### src/rtl/flash_query_probe.sv
module flash_query_probe #(
  parameter int          ADDR_W   = 24,
  parameter int          DATA_W   = 16,
  parameter int          SCALE_W  = 4,
  parameter int unsigned MAP_SIZE = 32'h0010_0000,
  parameter int          HDR_LEN  = 29,
  parameter int          BUF_LEN  = 64,
  localparam int         SEL_W    = $clog2(BUF_LEN),
  localparam int         IDX_W    = $clog2(BUF_LEN + 1),
  localparam int         PROD_W   = 12 + SCALE_W
) (
  input  logic               clk,
  input  logic               rst_n,
  input  logic               start,
  input  logic [ADDR_W-1:0]  base_addr,
  input  logic [SCALE_W-1:0] scale,
  output logic               mem_req,
  output logic               mem_we,
  output logic [ADDR_W-1:0]  mem_addr,
  output logic [DATA_W-1:0]  mem_wdata,
  input  logic [DATA_W-1:0]  mem_rdata,
  input  logic               mem_ready,
  output logic               done,
  output logic               present,
  output logic [2:0]         status,
  output logic [15:0]        mfr_id,
  output logic [15:0]        dev_id,
  output logic [7:0]         region_cnt,
  input  logic [SEL_W-1:0]   qbuf_sel,
  output logic [7:0]         qbuf_data
);

  localparam logic [2:0] ST_OK = 3'd0, ST_ABSENT = 3'd1, ST_RANGE = 3'd2,
                         ST_NOREG = 3'd3, ST_OVF = 3'd4;
  localparam logic [3:0] STEP_EXIT = 4'd14;

  logic               busy;
  logic [3:0]         step;
  logic [IDX_W-1:0]   idx, tbl_len;
  logic [2:0]         pend;
  logic [ADDR_W-1:0]  base_r;
  logic [SCALE_W-1:0] scale_r;
  logic [7:0]         qbuf [BUF_LEN];

  logic        op_we;
  logic [11:0] op_off;
  logic [7:0]  op_cmd;
  logic [7:0]  sig_ch;

  always_comb begin
    op_we  = 1'b1;
    op_off = 12'h000;
    op_cmd = 8'hF0;
    sig_ch = 8'h51;
    case (step)
      4'd1:  op_cmd = 8'hFF;
      4'd2:  begin op_off = 12'h055; op_cmd = 8'h98; end
      4'd3:  begin op_we = 1'b0; op_off = 12'h010; end
      4'd4:  begin op_we = 1'b0; op_off = 12'h011; sig_ch = 8'h52; end
      4'd5:  begin op_we = 1'b0; op_off = 12'h012; sig_ch = 8'h59; end
      4'd6:  begin op_we = 1'b0; op_off = 12'h02C; end
      4'd7:  begin op_we = 1'b0; op_off = 12'h010 + 12'(idx); end
      4'd9:  begin op_off = 12'h555; op_cmd = 8'hAA; end
      4'd10: begin op_off = 12'h2AA; op_cmd = 8'h55; end
      4'd11: begin op_off = 12'h555; op_cmd = 8'h90; end
      4'd12: op_we = 1'b0;
      4'd13: begin op_we = 1'b0; op_off = 12'h001; end
      4'd15: op_cmd = 8'hFF;
      default: ;
    endcase
  end

  logic [PROD_W-1:0] prod;
  assign prod      = PROD_W'(op_off) * PROD_W'(scale_r);
  assign mem_req   = busy;
  assign mem_we    = op_we;
  assign mem_addr  = base_r + ADDR_W'(prod);
  assign mem_wdata = DATA_W'(op_cmd);
  assign qbuf_data = qbuf[qbuf_sel];

  wire [7:0]  rd8   = mem_rdata[7:0];
  wire [10:0] need  = 11'(HDR_LEN) + {1'b0, rd8, 2'b00};
  wire        oor   = (33'(base_addr) + 33'd255) >= 33'(MAP_SIZE);

  always_ff @(posedge clk) begin
    if (!rst_n) begin
      busy <= 1'b0; step <= '0; idx <= '0; tbl_len <= '0; pend <= ST_OK;
      base_r <= '0; scale_r <= '0; done <= 1'b0; present <= 1'b0;
      status <= ST_OK; mfr_id <= '0; dev_id <= '0; region_cnt <= '0;
      for (int i = 0; i < BUF_LEN; i++) qbuf[i] <= 8'h00;
    end else begin
      done <= 1'b0;
      if (!busy) begin
        if (start) begin
          base_r <= base_addr; scale_r <= scale;
          present <= 1'b0; mfr_id <= '0; dev_id <= '0; region_cnt <= '0;
          for (int i = 0; i < BUF_LEN; i++) qbuf[i] <= 8'h00;
          if (oor) begin
            status <= ST_RANGE; done <= 1'b1;
          end else begin
            busy <= 1'b1; step <= '0; pend <= ST_OK;
          end
        end
      end else if (mem_ready) begin
        case (step)
          4'd3, 4'd4, 4'd5: begin
            if (rd8 != sig_ch) begin
              pend <= ST_ABSENT; step <= STEP_EXIT;
            end else begin
              step <= step + 4'd1;
              if (step == 4'd5) present <= 1'b1;
            end
          end
          4'd6: begin
            region_cnt <= rd8;
            if (rd8 == 8'd0) begin
              pend <= ST_NOREG; step <= STEP_EXIT;
            end else if (need > 11'(BUF_LEN)) begin
              pend <= ST_OVF; step <= STEP_EXIT;
            end else begin
              tbl_len <= IDX_W'(need); idx <= '0; step <= 4'd7;
            end
          end
          4'd7: begin
            qbuf[SEL_W'(idx)] <= rd8;
            if (idx == tbl_len - 1'b1) step <= 4'd8;
            else idx <= idx + 1'b1;
          end
          4'd12: begin mfr_id <= mem_rdata[15:0]; step <= 4'd13; end
          4'd13: begin dev_id <= mem_rdata[15:0]; step <= 4'd14; end
          4'd15: begin busy <= 1'b0; done <= 1'b1; status <= pend; end
          default: step <= step + 4'd1;
        endcase
      end
    end
  end

endmodule


### config.mk
export PLATFORM = sky130hd
export DESIGN_NAME = flash_query_probe
export DESIGN_NICKNAME = d
export VERILOG_FILES = /design/src/rtl/flash_query_probe.sv
export SDC_FILE = /design/constraint.sdc
export NUM_CORES = 1
export LEC_CHECK = 0
export ABC_AREA = 1
export BUFFER_PORTS_ARGS = -buffer_cell sky130_fd_sc_hd__buf_2
export CORE_AREA = 3 3 285 287
export CTS_BUF_LIST = sky130_fd_sc_hd__clkbuf_8
export DETAILED_ROUTE_END_ITERATION = 12
export DIE_AREA = 0 0 288 290
export PLACE_DENSITY_LB_ADDON = 0.15
export SYNTH_ARGS = -nofsm -noshare
export SYNTH_HDL_FRONTEND = slang
export SYNTH_SLANG_ARGS = --single-unit
export TNS_END_PERCENT = 1
### constraint.sdc
create_clock -name clk -period 4.02 [get_ports clk]
set_input_delay 0 -clock clk [delete_from_list [all_inputs] [get_ports clk]]
set_output_delay 0 -clock clk [all_outputs]
set_load 0.1 [all_outputs]
Yosys cells after proc, flatten, opt, wreduce, memory -nomap -nowiden --
Memories as Yosys holds them, arrays and structs flattened. Index checks and enable logic that the tools add are counted.
Storage, ports and cells: memory bits (writable) 512, input bits 54, logic and storage cells 276, register bits 95, output and inout bits 95, memories 1
Memory list:
- qbuf | depth 64, width 8, rd ports 1, clocked after memory_dff 0, wr ports 64, RTL line 43 | logic [7:0] qbuf [BUF_LEN];
Cells by class: order comparisons 2, add/subtract/negate cells 7, equality and inequality tests 32, multiply operators 1, mux-type cells 134, bitwise logic cells 67, reduce and logical (&&, ||, !) cells 19
Operators with widths (number):
- 8-bit two-way mux | 69
- 16-bit two-way mux | 7
- 11-bit one-hot mux with 9 select lines | 1
- 1-bit OR | 64
- 8-bit one-hot mux with 5 select lines | 1
- 3-bit two-way mux | 12
- 4-bit two-way mux | 8
- 1-bit two-way mux | 28
- 24-bit by 8-bit adder with 25-bit output (second input constant) | 1
- 25-bit by 21-bit >= comparator with 1-bit output (second input constant) | 1
- 24-bit by 16-bit adder with 24-bit output | 1
- 4-bit == test (second input constant) | 6
- 4-bit one-hot mux with 6 select lines | 1
- 7-bit two-way mux | 3
- 4-bit by 3-bit == test with 1-bit output (second input constant) | 4
- 12-bit by 4-bit multiplier with 16-bit output | 1
- 5-bit AND reduction | 3
- 2-bit inequality test (second input constant) | 7
- 7-bit one-hot mux with 2 select lines | 1
- 2-bit by 1-bit inequality test with 1-bit output (second input constant) | 6
- 6-bit AND reduction | 2
- 5-bit by 10-bit adder with 11-bit output (first input constant) | 1
- 11-bit by 7-bit greater-than comparator with 1-bit output (second input constant) | 1
- 3-bit AND reduction | 3
- 23 further kinds | 30

Longest topological paths before layout --
depth in word-level cells 8, depth in mapped cells 27, mapped depth without buffers 27

Worst setup path before layout --
OpenSTA, ideal clock, no wires.
kind reg-to-output, start reg step[1], end out mem_addr[22], cell stages (with the launch flop) 25, data arrival time 5.688 ns, setup slack -1.668 ns, required time 4.020 ns, path buffers 0, cell sequence dfxtp_1 -> inv_1 -> ha_1 -> inv_1 -> nor2_1 -> inv_1 -> nand2_1 -> nor2_1 -> inv_1 -> a211oi_1 -> nor2_1 -> fa_1 -> fa_1 -> inv_1 -> fa_1 -> inv_1 -> ha_1 -> a21oi_1 -> o21ai_0 -> inv_1 -> nand2_1 -> nand2_1 -> nand3_1 -> nand2_1 -> xnor2_1
On the way: longest elaborated chain between the ends 5, elaborated cells between the ends (all ways) 14, classes of those cells add/sub (1); mul (1); eq/ne (10); mux (1); reduce/logical (1)
RTL lines:
- start, declared | RTL line 38 | logic [3:0] step;
- start signal, assigned | RTL line 110 | step <= step + 4'd1;
- start signal, assigned | RTL line 132 | default: step <= step + 4'd1;
- 4-bit == test | RTL line 55 | case (step)
- 2-bit OR reduction (no line)
- 11-bit one-hot mux with 9 select lines (*) | RTL line 55
- 12-bit by 4-bit multiplier with 16-bit output (*) | RTL line 74 | assign prod = PROD_W'(op_off) * PROD_W'(scale_r);
- 24-bit by 16-bit adder with 24-bit output (*) | RTL line 77 | assign mem_addr = base_r + ADDR_W'(prod);
- end, declared | RTL line 19 | output logic [ADDR_W-1:0] mem_addr,
Every way passes the cells marked *; elsewhere a longest branch is shown, timed or not.

Final worst setup path --
start reg step[0], end out mem_addr[23]
The elaborated chain is that of the path after synthesis.

==> flow_metrics.env <==
export IMPL_clk_pin_slew_ns=0.06
export IMPL_yosysTopAreaCell="edfxtp_1"
export IMPL_setup_viol=22
export IMPL_ios=149
export IMPL_clockBufferDepth=3
export IMPL_fin_ws_ns=-0.990
export IMPL_reg2reg_depth=11
export IMPL_final_cell_mix="nor2_1 (893), edfxtp_1 (512), nand2_1 (493)"
export IMPL_crit_type="flip-flop to output port"
export IMPL_peakVddDrop_uv=213
export IMPL_numCtsBuffers=104
export IMPL_worstReg2RegEnd="mfr_id[12]"
export IMPL_endpoint_kind="output port"
export IMPL_synth_cells=3286
export IMPL_cp_required_ns=4.02
export IMPL_synth_edff_count=512
export IMPL_grt_antenna_before_repair=4
export IMPL_dieHeight_um=290
export IMPL_wl_per_cell_um=19.8
export IMPL_vias_per_cell=5.26
export IMPL_core_um2=78900
export IMPL_grt_pass1_vias=24308
export IMPL_path_max_fanout=4
export IMPL_startpoint_type="flip-flop"
export IMPL_yosysWarnings=0
export IMPL_drt_iter0_markers=2335
export IMPL_min_to="base_r[22]"
export IMPL_rsz0062_at_grt="yes"
export IMPL_worstPathArrival_ns=5.01
export IMPL_synth_seq_cells=606
export IMPL_synth_seq_area_share=0.579
export IMPL_h_tree_depth=3
export IMPL_track_usage=0.219
export IMPL_fill_cells=7674
export IMPL_row_count=103
export IMPL_violations="setup timing"
export IMPL_hold_path_startpoint="base_addr[22]"
export IMPL_portBuffers=140
export IMPL_die_w_um=288
export IMPL_insertion_delay_ns=0.74
export IMPL_routed_wl_um=92300
export IMPL_grt_ovfl_total=0
export IMPL_fmax_ghz=0.200
export IMPL_layout_nets=3639
export IMPL_hold_violations=0
export IMPL_clockRootBuffer="clkbuf_8"
export IMPL_p_leak_nw=15.0
export IMPL_fin_skew_ns=0.0444
export IMPL_crit_slowest_cell="fa_2"
export IMPL_cpPeakStageDelay_ns=0.58
export IMPL_fin_crit_sh=1.25
export IMPL_synth_async_reset_ratio=0
export IMPL_drv_cap=0
export IMPL_worst_pin_slew_ns=1.23
export IMPL_ys_types=44
export IMPL_fin_hold_ws_ns=0.0962
export IMPL_timing_rr_start="mem_req"
export IMPL_gp_congestion=0.885
export IMPL_drive_gt1_frac=0.172
export IMPL_syn_to_final_growth_pct=20.2
export IMPL_via_count=24532
export IMPL_final_core_util=0.454
export IMPL_cp_common_cell="inv_2"
export IMPL_drc=0
export IMPL_grt_pass1_wl_um=142000
export IMPL_hold_depth=4
export IMPL_fin_crit_ns=5.01
export IMPL_drtAntennaViolNets=0
export IMPL_initial_core_util=0.378
export IMPL_dr_pass1_iters=6
export IMPL_netlist_area_um2=29800
export IMPL_cts_tree="done"
export IMPL_yosys_area_top_type_share=0.516
export IMPL_numClockSinks=606
export IMPL_slew_limit_headroom=0.177
export IMPL_power_density_nw_per_um2=402
export IMPL_grt_max_degree=113
export IMPL_hpwl_um=60400
export IMPL_layout_commonest_cell="nor2_1"
export IMPL_ff2ff_setup_slack_ns=0.54
export IMPL_cp_cell_sequence="inv_2 > ha_2 > inv_2 > nor2_2 > nor2_4 > inv_4 > a211oi_4 > nor2_2 > fa_2 > fa_2 > fa_1 > ha_4 > nand2_1 > inv_1 > a21oi_4 > inv_2 > nand3_2 > o211ai_1 > xor2_4 > buf_12"
export IMPL_avgSynthCellArea_um2=9.07
export IMPL_maxSlewViolCount=0
export IMPL_outcome="complete, but fails checks"
export IMPL_yosys_top_cells_area="edfxtp_1 (52%), nor2_1 (11%), nand2_1 (6.4%), dfxtp_1 (6.3%), o21ai_0 (5.3%)"
export IMPL_ys_flop_type="edfxtp_1"
export IMPL_die_area_um2=83500
export IMPL_hold_class="primary input to flip-flop"
==> cells in the mapped netlist, types with 2 or more instances <==
cell      number
a211oi_1      11
a21boi_0       2
a21o_1         2
a21oi_1       88
buf_1         17
buf_2         17
buf_4         10
clkbuf_1     173
clkinv_1       3
dfxtp_1       94
edfxtp_1     512
fa_1          30
ha_1          36
inv_1        143
inv_2          6
nand2_1      508
nand2_2       62
nand2_4        6
nand3_1      138
nand3b_1       2
nand4_1        8
nor2_1       911
nor2_4         2
nor3_1         9
nor4_4         6
o211ai_1       3
o21ai_0      314
o21bai_1       2
o22ai_1      130
or2_2          3
xnor2_1        5
xor2_1        21
==> routing by layer <==
layer / wire, um / track usage
met1: 39500 / 0.300
met5: 0 / 0
met4: 2390 / 0.0628
met3: 6820 / 0.0394
met2: 43600 / 0.355
==> sequential cells by signal (all words and copies together) (netlist names) <==
| signal | flops |
|---|---|
| region_cnt | 8 |
| present | 1 |
| done | 1 |
| idx | 7 |
| dev_id | 16 |
| step | 4 |
| tbl_len | 6 |
| qbuf | 512 |
| mem_req | 1 |
| scale_r | 4 |
| base_r | 24 |
| status | 3 |
| mfr_id | 16 |
| pend | 3 |
==> worst max-delay path by stage <==
| stage | depth (start not counted) | startpoint | to |
|---|---|---|---|
| 2_1_floorplan | 21 | step[1] | mem_addr[23] |
| 3_3_place_gp | 22 | step[1] | mem_addr[23] |
| 3_5_place_dp | 22 | step[1] | mem_addr[23] |
| 4_1_cts | 19 | step[0] | mem_addr[23] |
| 5_1_grt | 22 | step[3] | mem_addr[23] |
| 6_report | 20 | step[0] | mem_addr[23] |
==> metrics by stage <==
stage / cell area, um^2 / setup WS, ns / power, mW / setup TNS (ns) / cells
after floorplan: 30500 / -0.400 / 8.44 / -5.99 / 3293
after global placement: 33100 / -0.431 / 9.04 / -5.04 / 4405
after detailed placement: 33100 / -0.471 / 9.06 / -5.84 / 4405
after CTS: 35800 / -1.05 / 14.5 / -19.26 / 4657
after global routing: 35800 / -1.30 / 14.9 / -23.23 / 4660
final: 35800 / -0.990 / 14.4 / -17.56 / 4660
==> cells by family (layout without fill, tap and decap cells) <==
family	count (synthesis)	after routing	share of synthesized area
AOI/OAI and AO/OA	558	558	0.102
xor gates and xnor gates	26	26	0.00764
adders and majority gates	66	66	0.0353
buffers and inverters	370	684	0.0488
DFF	606	606	0.579
other	1	11	0.000126
and+or+nand+nor	1659	1659	0.228
==> worst max-delay path: cells and delay by family, from the launching register on <==
kind / cells / cell delay, ns
simple gates: 5 / 0.39
xor+xnor: 1 / 0.23
flops: 1 / 0.39
fa+ha+maj: 5 / 2.02
buf+inv: 6 / 0.57
compound gates: 3 / 0.69
==> repair_timing <==
| action | in CTS | in global routing |
|---|---|---|
| hold buffers | 54 | 0 |
| gates resized for setup | 41 | 10 |
| pin swaps | 34 | 2 |
| endpoints found under the hold margin | 147 | 0 |
| setup buffers | 4 | 0 |
| setup endpoints to repair | 22 | 22 |
==> report_power, final <==
| part | switching [mW] | total (mW) | leakage [nW] | internal (mW) |
|---|---|---|---|---|
| registers | 0.0943 | 7.15 | 6.46 | 7.06 |
| logic | 1.36 | 1.83 | 7.37 | 0.473 |
| clock network | 2.61 | 5.41 | 1.18 | 2.80 |
==> layout make-up <==
| cell class | count | area, um^2 | area share |
|---|---|---|---|
| inverters | 152 | 583 | 0.0163 |
| repair buffers | 338 | 2750 | 0.0768 |
| flip-flops and latches | 606 | 17300 | 0.482 |
| clock buffers | 107 | 1470 | 0.0411 |
| well taps | 1050 | 1310 | 0.0367 |
| diodes | 3 | 7.51 | 0.000209 |
| clock inverters | 87 | 522 | 0.0146 |
| multi-input cells | 2317 | 11900 | 0.333 |
Note: power is estimated with default switching activity, not from simulation.
